$ cat src/rtl/regbank_pkg.sv
package regbank_pkg;
  localparam int RW_IDX_W   = 6;
  localparam int TRIG_IDX_W = 4;

  typedef struct packed {
    logic                  rd_rw;
    logic                  wr_rw;
    logic                  trig;
    logic [RW_IDX_W-1:0]   rw_idx;
    logic [TRIG_IDX_W-1:0] trig_idx;
  } dec_t;
endpackage

$ cat src/rtl/addr_map_dec.sv
module addr_map_dec
  import regbank_pkg::*;
#(
  parameter int          ADDR_W   = 12,
  parameter logic [31:0] BASE     = 32'h4000_0000,
  parameter int          NUM_RW   = 6,
  parameter int          NUM_TRIG = 3
) (
  input  logic [31:0] addr,
  output logic        hit,
  output dec_t        dec
);
  localparam int PG_W = ADDR_W - 8;

  logic [PG_W-1:0]       page;
  logic [RW_IDX_W-1:0]   word;
  logic [TRIG_IDX_W-1:0] blk;
  logic                  aligned;

  always_comb begin
    page    = addr[ADDR_W-1:8];
    word    = addr[7:2];
    blk     = addr[7:4];
    aligned = (addr[1:0] == 2'b00);
    hit     = (addr[31:ADDR_W] == BASE[31:ADDR_W]);

    dec.rw_idx   = word;
    dec.trig_idx = blk;
    dec.rd_rw    = hit && aligned && (page == PG_W'(0)) && (32'(word) < NUM_RW);
    dec.wr_rw    = hit && aligned && (page == PG_W'(1)) && (32'(word) < NUM_RW);
    dec.trig     = hit && aligned && (page == PG_W'(2)) && (addr[3:2] == 2'b00)
                   && (32'(blk) < NUM_TRIG);
  end
endmodule

$ cat src/rtl/trig_fifo.sv
module trig_fifo #(
  parameter int DATA_W = 32,
  parameter int DEPTH  = 4
) (
  input  logic              clk,
  input  logic              rst,
  input  logic              push,
  input  logic [DATA_W-1:0] push_data,
  input  logic              pop,
  output logic [DATA_W-1:0] head,
  output logic              empty,
  output logic              full
);
  localparam int PW = (DEPTH > 1) ? $clog2(DEPTH) : 1;
  localparam int CW = $clog2(DEPTH + 1);

  logic [DATA_W-1:0] mem [DEPTH];
  logic [PW-1:0]     wp, rp;
  logic [CW-1:0]     cnt;
  logic              do_push, do_pop;

  assign empty   = (cnt == CW'(0));
  assign full    = (cnt == CW'(DEPTH));
  assign do_push = push && !full;
  assign do_pop  = pop && !empty;
  assign head    = mem[rp];

  always_ff @(posedge clk) begin
    if (do_push) mem[wp] <= push_data;
  end

  always_ff @(posedge clk) begin
    if (rst) begin
      wp  <= '0;
      rp  <= '0;
      cnt <= '0;
    end else begin
      if (do_push) wp <= (wp == PW'(DEPTH - 1)) ? '0 : wp + 1'b1;
      if (do_pop)  rp <= (rp == PW'(DEPTH - 1)) ? '0 : rp + 1'b1;
      if (do_push && !do_pop)      cnt <= cnt + 1'b1;
      else if (!do_push && do_pop) cnt <= cnt - 1'b1;
    end
  end

  AST_COUNT_BOUND: assert property (@(posedge clk) disable iff (rst)
    cnt <= CW'(DEPTH)) else $error("fifo count above depth");
  AST_FULL_DROP: assert property (@(posedge clk) disable iff (rst)
    (push && full && !pop) |=> (cnt == CW'(DEPTH))) else $error("push while full changed count");
  AST_NO_EMPTY_POP: assert property (@(posedge clk) disable iff (rst)
    pop |-> !empty) else $error("pop request on empty fifo");
endmodule

$ cat src/rtl/split_port_regbank.sv
module split_port_regbank
  import regbank_pkg::*;
#(
  parameter int          DATA_W     = 32,
  parameter int          ADDR_W     = 12,
  parameter logic [31:0] BASE       = 32'h4000_0000,
  parameter int          NUM_RW     = 6,
  parameter int          NUM_TRIG   = 3,
  parameter int          FIFO_DEPTH = 4
) (
  input  logic                       clk,
  input  logic                       rst,
  input  logic                       bus_sel,
  input  logic                       bus_we,
  input  logic [31:0]                bus_addr,
  input  logic [DATA_W-1:0]          bus_wdata,
  output logic                       bus_ack,
  output logic                       bus_cinh,
  output logic [DATA_W-1:0]          bus_rdata,
  output logic [NUM_RW*DATA_W-1:0]   cfg_q,
  input  logic [NUM_TRIG-1:0]        dev_push,
  input  logic [NUM_TRIG*DATA_W-1:0] dev_data,
  output logic [NUM_TRIG-1:0]        dev_full,
  output logic [NUM_TRIG-1:0]        trig_underflow
);
  logic              hit;
  dec_t              dec;
  logic              rd_acc, wr_acc;
  logic [DATA_W-1:0] cfg   [NUM_RW];
  logic [DATA_W-1:0] thead [NUM_TRIG];
  logic [NUM_TRIG-1:0] tempty, tpop, tsel;
  logic [DATA_W-1:0] rd_mux;

  addr_map_dec #(
    .ADDR_W(ADDR_W), .BASE(BASE), .NUM_RW(NUM_RW), .NUM_TRIG(NUM_TRIG)
  ) u_dec (
    .addr(bus_addr), .hit(hit), .dec(dec)
  );

  assign rd_acc = bus_sel && !bus_we && hit;
  assign wr_acc = bus_sel &&  bus_we && hit;

  for (genvar i = 0; i < NUM_RW; i++) begin : g_rw
    always_ff @(posedge clk) begin
      if (rst) cfg[i] <= '0;
      else if (wr_acc && dec.wr_rw && dec.rw_idx == RW_IDX_W'(i)) cfg[i] <= bus_wdata;
    end
    assign cfg_q[i*DATA_W +: DATA_W] = cfg[i];
  end

  for (genvar t = 0; t < NUM_TRIG; t++) begin : g_trig
    assign tsel[t] = rd_acc && dec.trig && dec.trig_idx == TRIG_IDX_W'(t);
    assign tpop[t] = tsel[t] && !tempty[t];

    trig_fifo #(.DATA_W(DATA_W), .DEPTH(FIFO_DEPTH)) u_fifo (
      .clk(clk), .rst(rst),
      .push(dev_push[t]), .push_data(dev_data[t*DATA_W +: DATA_W]),
      .pop(tpop[t]), .head(thead[t]), .empty(tempty[t]), .full(dev_full[t])
    );

    always_ff @(posedge clk) begin
      if (rst) trig_underflow[t] <= 1'b0;
      else if (tsel[t] && tempty[t]) trig_underflow[t] <= 1'b1;
    end

    AST_UNDERFLOW_STICKY: assert property (@(posedge clk) disable iff (rst)
      trig_underflow[t] |=> trig_underflow[t]) else $error("underflow flag cleared");
  end

  always_comb begin
    rd_mux = '0;
    for (int i = 0; i < NUM_RW; i++)
      if (dec.rd_rw && dec.rw_idx == RW_IDX_W'(i)) rd_mux = cfg[i];
    for (int t = 0; t < NUM_TRIG; t++)
      if (tpop[t]) rd_mux = thead[t];
  end

  always_ff @(posedge clk) begin
    if (rst) begin
      bus_ack   <= 1'b0;
      bus_cinh  <= 1'b0;
      bus_rdata <= '0;
    end else begin
      bus_ack   <= bus_sel && hit;
      bus_cinh  <= bus_sel && hit;
      bus_rdata <= rd_acc ? rd_mux : '0;
    end
  end

  AST_CINH_ON_HIT: assert property (@(posedge clk) disable iff (rst)
    (bus_sel && hit) |=> bus_cinh) else $error("cache inhibit missing");
  AST_WR_PORT_READS_ZERO: assert property (@(posedge clk) disable iff (rst)
    (rd_acc && dec.wr_rw) |=> (bus_rdata == '0)) else $error("write port returned data");
  AST_CFG_HOLDS: assert property (@(posedge clk) disable iff (rst)
    !(wr_acc && dec.wr_rw) |=> $stable(cfg_q)) else $error("register changed without write");
endmodule

$ cat config.mk
export PLATFORM = sky130hd
export DESIGN_NAME = split_port_regbank
export DESIGN_NICKNAME = d
export VERILOG_FILES = /design/src/rtl/regbank_pkg.sv /design/src/rtl/addr_map_dec.sv /design/src/rtl/trig_fifo.sv /design/src/rtl/split_port_regbank.sv
export SDC_FILE = /design/constraint.sdc
export NUM_CORES = 1
export LEC_CHECK = 0
export BUFFER_PORTS_ARGS = -buffer_cell sky130_fd_sc_hd__buf_4
export CORE_AREA = 2 2 230 232
export DETAILED_ROUTE_END_ITERATION = 6
export DIE_AREA = 0 0 232 234
export HOLD_SLACK_MARGIN = 0.05
export MAX_ROUTING_LAYER = met4
export PLACE_DENSITY = 0.75
export SETUP_SLACK_MARGIN = 0.02
export SYNTH_ARGS = -nofsm -noshare
export SYNTH_HDL_FRONTEND = slang
export SYNTH_SLANG_ARGS = --single-unit
$ cat constraint.sdc
create_clock -name clk -period 4.56 [get_ports clk]
set_input_delay 0.456 -clock clk [delete_from_list [all_inputs] [get_ports clk]]
set_output_delay 0.456 -clock clk [all_outputs]
set_load 0.02 [all_outputs]
; Word level (Yosys, flattened, before mapping)
; Memories as Yosys holds them, arrays and structs flattened. A register that Yosys moved wholly into a read port is not among the register bits.
; Cells that the tools add are included.
[word_totals]
memories = 4
reg_bits = 57
in_bits = 167
out_inout_bits = 232
ramBits = 576
[op_classes]
magnitude_cmp = 2
n_reduce_logical = 73
n_eq_ne = 19
n_mux = 59
bitwise = 7
add_sub_neg = 12
[memory_table]
columns = name, words, word_bits, read_ports, rd_clocked_by_memory_dff, wr, line_no
row1 = cfg, 6, 32, 6, 0, 6, split_port_regbank.sv:29  ; logic [DATA_W-1:0] cfg [NUM_RW];
row2 = g_trig[0].u_fifo.mem, 4, 32, 1, 1, 1, trig_fifo.sv:17  ; logic [DATA_W-1:0] mem [DEPTH];
row3 = g_trig[1].u_fifo.mem, 4, 32, 1, 1, 1, trig_fifo.sv:17
row4 = g_trig[2].u_fifo.mem, 4, 32, 1, 1, 1, trig_fifo.sv:17
[ops]
columns = op, count
row1 = $mux W32, 15
row2 = $logic_and A1 B1 Y1, 48
row3 = $mux W1, 26
row4 = $mux W2, 12
row5 = $eq A20 B19 Y1 const B, 1
row6 = $mux W3, 6
row7 = $logic_not A1 Y1, 13
row8 = $add A2 B1 Y2 const B, 6
row9 = $eq A2 B2 Y1 const B, 6
row10 = $eq A6 B2 Y1 const B, 2
row11 = $eq A6 B3 Y1 const B, 2
row12 = $add A3 B1 Y3 const B, 3
row13 = $eq A3 B3 Y1 const B, 3
row14 = $logic_not A3 Y1, 3
row15 = $sub A3 B1 Y3 const B, 3
row16 = $eq A4 B1 Y1 const B, 2
row17 = $eq A4 B2 Y1 const B, 2
row18 = $logic_not A4 Y1, 2
row19 = $eq A6 B1 Y1 const B, 1
row20 = $logic_not A6 Y1, 1
row21 = $lt A6 B3 Y1 const B, 1
row22 = $or A1 B1 Y1, 6
row23 = $reduce_bool A2 Y1, 3
row24 = $logic_not A2 Y1, 2
row25 = 3 further kinds, 3

; Longest topological paths before layout
; Gate-level depths: netlist (run 1).
[logic_depth]
depth_word = 14
ltp_mapped = 12
mapped_depth_nobuf = 10

; Modules after synthesis
; Synthesis (run 1) repeated with hierarchy kept, for this count alone.
[unflattened]
cells_unflattened = 1559
area_unflattened_um2 = 26501.7
[by_module_without_submodules]
columns = module, instances, seq_area_each_um2, cells_per_inst, area_each_um2
row1 = trig_fifo, 3, 4023.9, 217, 5098.6
row2 = split_port_regbank, 1, 6486.2, 879, 10966.8
row3 = addr_map_dec, 1, 0.0, 29, 239.0

; Worst setup path after synthesis (run 1)
; Ideal clock, no wire load.
[synth_path]
kind = input-to-reg
from = input port bus_addr[7]
to = memory cfg[0][0] (enable)
path_slack_ps = -3
stages = 6
t_arrival_ps = 4093
setup_time_ps = 470
required_time_ps = 4090
path_buffers = 3
path_cell_list = nor4_1 > clkbuf_1 > buf_2 > clkbuf_1 > nand2_1 > o31ai_1
[synth_rtl]
columns = element, line_no
row1 = from (decl), split_port_regbank.sv:15  ; input logic [31:0] bus_addr,
row2 = to (decl), split_port_regbank.sv:29

; Worst setup path after layout (run 1)
[layout_path]
from = register g_trig[2].u_fifo.cnt[0]
to = register g_trig[2].u_fifo.cnt[2]
[layout_via]
elab_chain_len = 7
elab_cells_between_ends = 16
[layout_lines]
columns = element, line_no
row1 = from (decl), trig_fifo.sv:19  ; logic [CW-1:0] cnt;
row2 = from (signal assigned), trig_fifo.sv:40  ; if (do_push && !do_pop) cnt <= cnt + 1'b1;
row3 = from (signal assigned), trig_fifo.sv:41  ; else if (!do_push && do_pop) cnt <= cnt - 1'b1;
row4 = branches (longest 7 deep; another with $sub A3 B1 Y3), -
; Several ways; the timed one is not identified. The select of a mux whose other input is x is not followed.
; A chain may end at the register's enable or synchronous reset.

==> results of run 1 <==
worst min path at each step:
stage / start / to / slack, ns / cells past startpoint
2_1_floorplan: g_trig[0].u_fifo.cnt[2]$_SDFFE_PP0P_ / g_trig[0].u_fifo.cnt[2]$_SDFFE_PP0P_ / 0.46 / 2
3_3_place_gp: trig_underflow[0]$_SDFFE_PP0P_ / trig_underflow[0]$_SDFFE_PP0P_ / 0.46 / 2
5_1_grt: dev_data[33] / g_trig[1].u_fifo.mem[2][1]$_DFFE_PP_ / 0.07 / 1
3_5_place_dp: trig_underflow[0]$_SDFFE_PP0P_ / trig_underflow[0]$_SDFFE_PP0P_ / 0.48 / 2
4_1_cts: dev_data[33] / g_trig[1].u_fifo.mem[2][1]$_DFFE_PP_ / 0.05 / 1
6_report: dev_data[33] / g_trig[1].u_fifo.mem[2][1]$_DFFE_PP_ / 0.08 / 1
logic make-up after synthesis:
kind of cell | after synthesis
mux | 137
simple gates | 340
fa+ha+maj | 21
xor+xnor | 6
buf+inv | 147
flops | 639
compound gates | 174
cell usage in the layout, fill, tap and decap left out, types with 14 or more instances in the layout:
cell,count
dfxtp_1,58
a21oi_1,21
inv_1,14
and4_1,128
nor3_1,14
and3_1,64
ha_1,18
a22oi_1,33
clkbuf_16,67
dlygate4sd3_1,95
a21o_1,21
nor2_1,54
o211ai_1,21
edfxtp_1,576
a221o_1,21
buf_4,435
clkbuf_1,19
mux4_2,128
a211oi_2,21
layout make-up:
class	count	area [µm²]	share of cell area, %
Antenna cell	11	27.5	0.0829
Inverter	14	52.6	0.158
Sequential cell	639	18600	55.9
Multi-Input combinational cell	678	7150	21.5
Timing Repair Buffer	533	4280	12.9
Tap cell	688	861	2.59
Clock inverter	31	440	1.33
Clock buffer	92	1830	5.51
routing by layer:
| layer | track usage [%] | up-vias | routed length (µm) |
|---|---|---|---|
| met5 | - | - | 0 |
| met4 | 11.6 | 0 | 2890 |
| met3 | 6.15 | 140 | 7340 |
| met2 | 45.9 | 960 | 38200 |
| met1 | 38.2 | 8557 | 29300 |
| li1 | - | 7030 | - |
per-stage QoR:
stage,instances,worst slack (ns),area (µm²),total power [mW]
final,2686,1.19,33200,13.7
after global routing,2680,0.886,33200,14.1
after CTS,2675,1.19,33200,13.8
after detailed placement,2457,0.920,30000,8.18
after global placement,2457,0.972,30000,8.13
after floorplan,1464,0.106,26300,7.58
timing repair:
action	4_1_cts	5_1_grt
setup endpoints to repair	0	0
hold endpoints to repair	380	0
hold buffers	95	0
power by group through the flow:
stage                     combinational [mW]  clock (mW)  sequential (mW)
final                                   1.23        5.60             6.92
after global routing                    1.30        5.85             6.94
after CTS                               1.22        5.63             6.91
after detailed placement                1.15           0             7.03
after global placement                  1.12           0             7.01
after floorplan                        0.484           0             7.10
worst max-delay path, delay by kind of cell, from the launching register on:
kind,cells,cell delay (ns)
simple gates,5,1.67
xor+xnor,1,0.18
fa+ha+maj,2,0.56
buf+inv,2,0.38
compound gates,1,0.14
flops,1,0.36
registers in the layout (all words and copies together) (netlist names), named ones only:
signal / flops
g_trig.u_fifo.mem: 384
cfg: 192
bus_rdata: 32
g_trig.u_fifo.cnt: 9
g_trig.u_fifo.rp: 6
g_trig.u_fifo.wp: 6
trig_underflow: 3
bus_cinh: 1
==> flow_metrics.env, run 1 <==
export IMPL_min_path_type="in2reg"
export IMPL_num_vias=16700
export IMPL_rsz0062_at_grt="false"
export IMPL_drt_iter0_markers=1853
export IMPL_worst_setup_path_start_kind="flop"
export IMPL_hold_viol=0
export IMPL_period_needed_ns=3.37
export IMPL_netlist_top_cells_count="edfxtp_1 (576), and4_1 (128), mux4_2 (128)"
export IMPL_h_tree_depth=3
export IMPL_gp_congestion=0.900
export IMPL_grt_pass1_wl_mm=112
export IMPL_reg2reg_setup_slack_ns=1.19
export IMPL_utilization_pct=63.8
export IMPL_overflow=0
export IMPL_power_density_nw_per_um2=414
export IMPL_die_area_um2=54300
export IMPL_crit_chain="nor3_1 > nand3b_1 > buf_4 > or2_2 > or2_2 > ha_1 > inv_1 > fa_1 > xor2_1 > or3_1 > a21oi_1"
export IMPL_r2r_start="g_trig[2].u_fifo.cnt[0]$_SDFFE_PP0P_"
export IMPL_startpoint="g_trig[2].u_fifo.cnt[0]$_SDFFE_PP0P_"
export IMPL_nets=2121
export IMPL_netlist_area_leader_share_pct=65.8
export IMPL_cpMostUsedCell="or2_2"
export IMPL_clk_pin_slew_worst_paths_ns=0.06
export IMPL_cp_end_kind="flop"
export IMPL_ys_warnings_count=0
export IMPL_r2r_end="g_trig[2].u_fifo.cnt[2]$_SDFFE_PP0P_"
export IMPL_combPwrFrac_pct=8.9
export IMPL_routed_wl_mm=77.7
export IMPL_synth_avg_cell_area_um2=17.9
export IMPL_synthMuxAreaShare_pct=11.3
export IMPL_max_freq_mhz=297
export IMPL_via_per_inst=6.21
export IMPL_critPathSlowestCell="or2_2"
export IMPL_ant_nets=0
export IMPL_whs_ns=0.0825
export IMPL_status="finished clean"
export IMPL_grt_start_max_net_pins=109
export IMPL_ys_seq_area_share_pct=70.6
export IMPL_coreArea_um2=52000
export IMPL_start_util_pct=50.5
export IMPL_rows=84
export IMPL_area_growth_pct=26.3
export IMPL_synth_compound_area_share_pct=5.47
export IMPL_io_pins=399
export IMPL_final_setup_viol_count=0
export IMPL_intPower_mw=10.6
export IMPL_n_fill_cell=3655
export IMPL_leakagePower_nw=11.8
export IMPL_worst_pin_slew_ns=1.00
export IMPL_wire_per_inst_um=28.9
export IMPL_async_reset_ff_share_pct=0
export IMPL_die_h_um=234
export IMPL_p_sw_share_pct=23.0
export IMPL_clkLatencyLatePin_ns=0.62
export IMPL_synth_cell_area_um2=26300
export IMPL_synth_seq_cells=639
export IMPL_finalMaxSlewViolations=0
export IMPL_p_clk_share_pct=40.7
export IMPL_cp_slowest_stage_delay_ns=0.70
export IMPL_firstDrtPassIters=5
export IMPL_cts_tree="yes"
export IMPL_synth_top_family_by_area="multiplexers"
export IMPL_power_switching_mw=3.16
export IMPL_worst_setup_path_type="reg2reg"
export IMPL_syn_nets=1652
export IMPL_root_buffer="clkbuf_16"
export IMPL_crit_end="g_trig[2].u_fifo.cnt[2]$_SDFFE_PP0P_"
export IMPL_clockBufferDepth=3
export IMPL_post_synth_inst_count=1464
export IMPL_synth_xor_area_share_pct=0.200
export IMPL_grt_usage_pct=29.4
export IMPL_dp_hpwl_mm=51.6
export IMPL_cts_sinks=639
export IMPL_path_max_fanout=37
export IMPL_cp_data_required_time_ns=5.10
export IMPL_maxSlewHeadroom_pct=33.0
export IMPL_fin_crit_sh_pct=73.8
export IMPL_cts_resized=0
export IMPL_synth_cell_type_count=47
export IMPL_drc=0
export IMPL_yosysMostFrequentCell="edfxtp_1"
export IMPL_antenna_found_initial=5
export IMPL_ir_worst_vdd_v=0.000299
export IMPL_fin_tns_setup_ns=0
export IMPL_synthFlopType="edfxtp_1"
export IMPL_synth_edf_count=576
export IMPL_synth_area_leaders="edfxtp_1 (66%), mux4_2 (11%), dfxtp_1 (4.8%), and4_1 (4.3%), and3_1 (1.5%)"
export IMPL_worst_ep_arrival_time_ns=3.91
export IMPL_numPortBuffers=398
export IMPL_rr_worst_depth=11
export IMPL_p_seq_share_pct=50.3
export IMPL_synth_fa_ha_area_share_pct=1.09
export IMPL_maxCapViolations=0
export IMPL_cts_buffers=67
export IMPL_synth_simple_area_share_pct=8.83
export IMPL_postCtsSetupBuffers=0
export IMPL_drive_gt1_share_pct=36.9
export IMPL_grt_pass1_vias=16700
export IMPL_dieWidth_um=232
export IMPL_yosysTopAreaCell="edfxtp_1"
export IMPL_fin_skew_ns=0.0293
(Power assumes the default switching activity.)
==> run 2, diff against run 1 <==
==> constraint.sdc (replaced) <==
create_clock -name clk -period 3.01 [get_ports clk]
set_input_delay 0.301 -clock clk [delete_from_list [all_inputs] [get_ports clk]]
set_output_delay 0.301 -clock clk [all_outputs]
set_load 0.02 [all_outputs]
==> flow_metrics.env, run 2 (same netlist as run 1, synthesis figures left out) <==
export IMPL_grt_pass1_vias=17100
export IMPL_power_density_nw_per_um2=612
export IMPL_firstDrtPassIters=6
export IMPL_whs_ns=0.0671
export IMPL_stdcell_count=2754
export IMPL_p_seq_share_pct=50.6
export IMPL_cts_tree="yes"
export IMPL_reg2reg_setup_slack_ns=0.46
export IMPL_p_sw_share_pct=23.0
export IMPL_cp_data_required_time_ns=3.57
export IMPL_start_util_pct=50.5
export IMPL_via_per_inst=6.19
export IMPL_worst_setup_path_start_kind="input port"
export IMPL_min_path_type="in2reg"
export IMPL_clockBufferDepth=3
export IMPL_leakagePower_nw=12.0
export IMPL_drive_gt1_share_pct=36.2
export IMPL_die_h_um=234
export IMPL_grt_usage_pct=30.1
export IMPL_coreArea_um2=52000
export IMPL_fin_tns_setup_ns=0
export IMPL_gp_congestion=0.895
export IMPL_area_growth_pct=28.6
export IMPL_period_needed_ns=2.81
export IMPL_numPortBuffers=398
export IMPL_routed_wl_mm=79.7
export IMPL_max_freq_mhz=355
export IMPL_grt_start_max_net_pins=119
export IMPL_fin_crit_sh_pct=93.5
export IMPL_drt_iter0_markers=2100
export IMPL_worst_ep_arrival_time_ns=3.37
export IMPL_ant_nets=0
export IMPL_cp_end_kind="flop"
export IMPL_clk_pin_slew_worst_paths_ns=0.06
export IMPL_drc=0
export IMPL_largest_register_ffs=384
export IMPL_rows=84
export IMPL_startpoint="bus_addr[5]"
export IMPL_cts_buffers=67
export IMPL_r2r_end="g_trig[1].u_fifo.cnt[2]$_SDFFE_PP0P_"
export IMPL_final_common_cell="edfxtp_1"
export IMPL_reg_top3="g_trig.u_fifo.mem: 384 flops, cfg: 192 flops, bus_rdata: 32 flops"
export IMPL_r2r_start="g_trig[1].u_fifo.cnt[0]$_SDFFE_PP0P_"
export IMPL_worst_setup_path_type="in2reg"
export IMPL_combPwrFrac_pct=9.4
export IMPL_crit_end="bus_rdata[7]$_SDFF_PP0_"
export IMPL_io_pins=399
export IMPL_regMostFlops="g_trig.u_fifo.mem"
export IMPL_cts_sinks=639
export IMPL_antenna_found_initial=16
export IMPL_ir_worst_vdd_v=0.000434
export IMPL_root_buffer="clkbuf_16"
export IMPL_postCtsSetupBuffers=0
export IMPL_maxCapViolations=0
export IMPL_power_switching_mw=4.76
export IMPL_maxSlewHeadroom_pct=43.8
export IMPL_clkLatencyLatePin_ns=0.62
export IMPL_hp_start="bus_wdata[10]"
export IMPL_final_cell_mix="edfxtp_1 (576), buf_4 (454), mux4_2 (128), and4_1 (128), dlygate4sd3_1 (128)"
export IMPL_place_inst=2486
export IMPL_finalMaxSlewViolations=0
export IMPL_nets=2183
export IMPL_fin_skew_ns=0.0261
export IMPL_hold_viol=0
export IMPL_intPower_mw=15.9
export IMPL_dp_hpwl_mm=52.4
export IMPL_cts_resized=0
export IMPL_p_clk_share_pct=40.0
export IMPL_status="finished clean"
export IMPL_rr_worst_depth=8
export IMPL_h_tree_depth=3
export IMPL_grt_pass1_wl_mm=114
export IMPL_rsz0062_at_grt="false"
export IMPL_wire_per_inst_um=29.0
export IMPL_dieWidth_um=232
export IMPL_num_vias=17000
export IMPL_path_max_fanout=36
export IMPL_overflow=0
export IMPL_worst_pin_slew_ns=0.837
export IMPL_final_setup_viol_count=0
export IMPL_die_area_um2=54300
-- run 2: cell types whose count changed in the layout (fill, tap and decap cells not counted), sizes merged --
cell / change
inv: +2
buf: +29
bufinv: -3
diode: +7
clkinvlp: +2
dlygate4sd3: +33
clkbuf: +5
clkinv: -7
-- run 2: cell type report --
| type | count | area, µm² |
|---|---|---|
| Sequential cell | 639 | 18600 |
| Fill cell | 3574 | 18200 |
| Multi-Input combinational cell | 678 | 7130 |
| Timing Repair Buffer | 595 | 4950 |
| Clock buffer | 97 | 1900 |
| Tap cell | 688 | 861 |
| Clock inverter | 25 | 284 |
| Inverter | 14 | 52.6 |
| Antenna cell | 18 | 45.0 |
-- run 2: metal layers --
| metal | global-route usage, % | share of wire, % | vias up | wire length (µm) |
|---|---|---|---|---|
| li1 | - | - | 7155 | - |
| met5 | - | 0 | - | 0 |
| met3 | 5.91 | 9.7 | 179 | 7740 |
| met4 | 14.1 | 4.7 | 0 | 3730 |
| met1 | 39.1 | 37 | 8628 | 29700 |
| met2 | 46.2 | 48 | 1086 | 38600 |
-- run 2: how the worst min path moves through the flow --
stage / slack [ns] / to / depth (start not counted)
CTS: 0.05 / cfg[5][10]$_SDFFCE_PN0P_ / 2
finish: 0.07 / cfg[5][10]$_SDFFCE_PN0P_ / 2
global route: 0.07 / cfg[4][10]$_SDFFCE_PN0P_ / 2
floorplan: 0.40 / g_trig[0].u_fifo.mem[0][0]$_DFFE_PP_ / 0
detailed placement: 0.49 / g_trig[1].u_fifo.cnt[2]$_SDFFE_PP0P_ / 2
global placement: 0.48 / g_trig[2].u_fifo.cnt[2]$_SDFFE_PP0P_ / 2
-- run 2: through the flow --
stage / utilization (%) / setup slack [ns] / total power, mW / area (µm²)
4_1_cts: 64.9 / 0.265 / 20.8 / 33700
3_3_place_gp: 58.2 / 0.0800 / 12.3 / 30300
2_1_floorplan: - / -0.428 / 11.5 / 26300
5_1_grt: 64.9 / 0.123 / 21.2 / 33800
3_5_place_dp: 58.2 / 0.0672 / 12.4 / 30300
6_report: 65.0 / 0.197 / 20.7 / 33800
-- run 2: critical path, cell delays in order --
cell and delay [ns]:
dlygate4sd3_1 0.59, buf_4 0.18, nor4b_2 0.33, buf_4 0.20, and2_2 0.15, buf_4 0.40
a221oi_1 0.17, buf_4 0.17, nor3_1 0.57, o221a_2 0.29
-- run 2: power by group through the flow --
| stage | clock, mW | sequential [mW] | combinational [mW] |
|---|---|---|---|
| 2_1_floorplan | 0 | 10.8 | 0.733 |
| 3_3_place_gp | 0 | 10.6 | 1.74 |
| 3_5_place_dp | 0 | 10.6 | 1.77 |
| 4_1_cts | 8.35 | 10.5 | 1.93 |
| 5_1_grt | 8.66 | 10.5 | 2.05 |
| 6_report | 8.28 | 10.5 | 1.94 |
-- run 2: what timing repair did --
| action | CTS | global route |
|---|---|---|
| setup endpoints to repair | 0 | 0 |
| hold buffers | 128 | 0 |
| hold endpoints to repair | 488 | 0 |
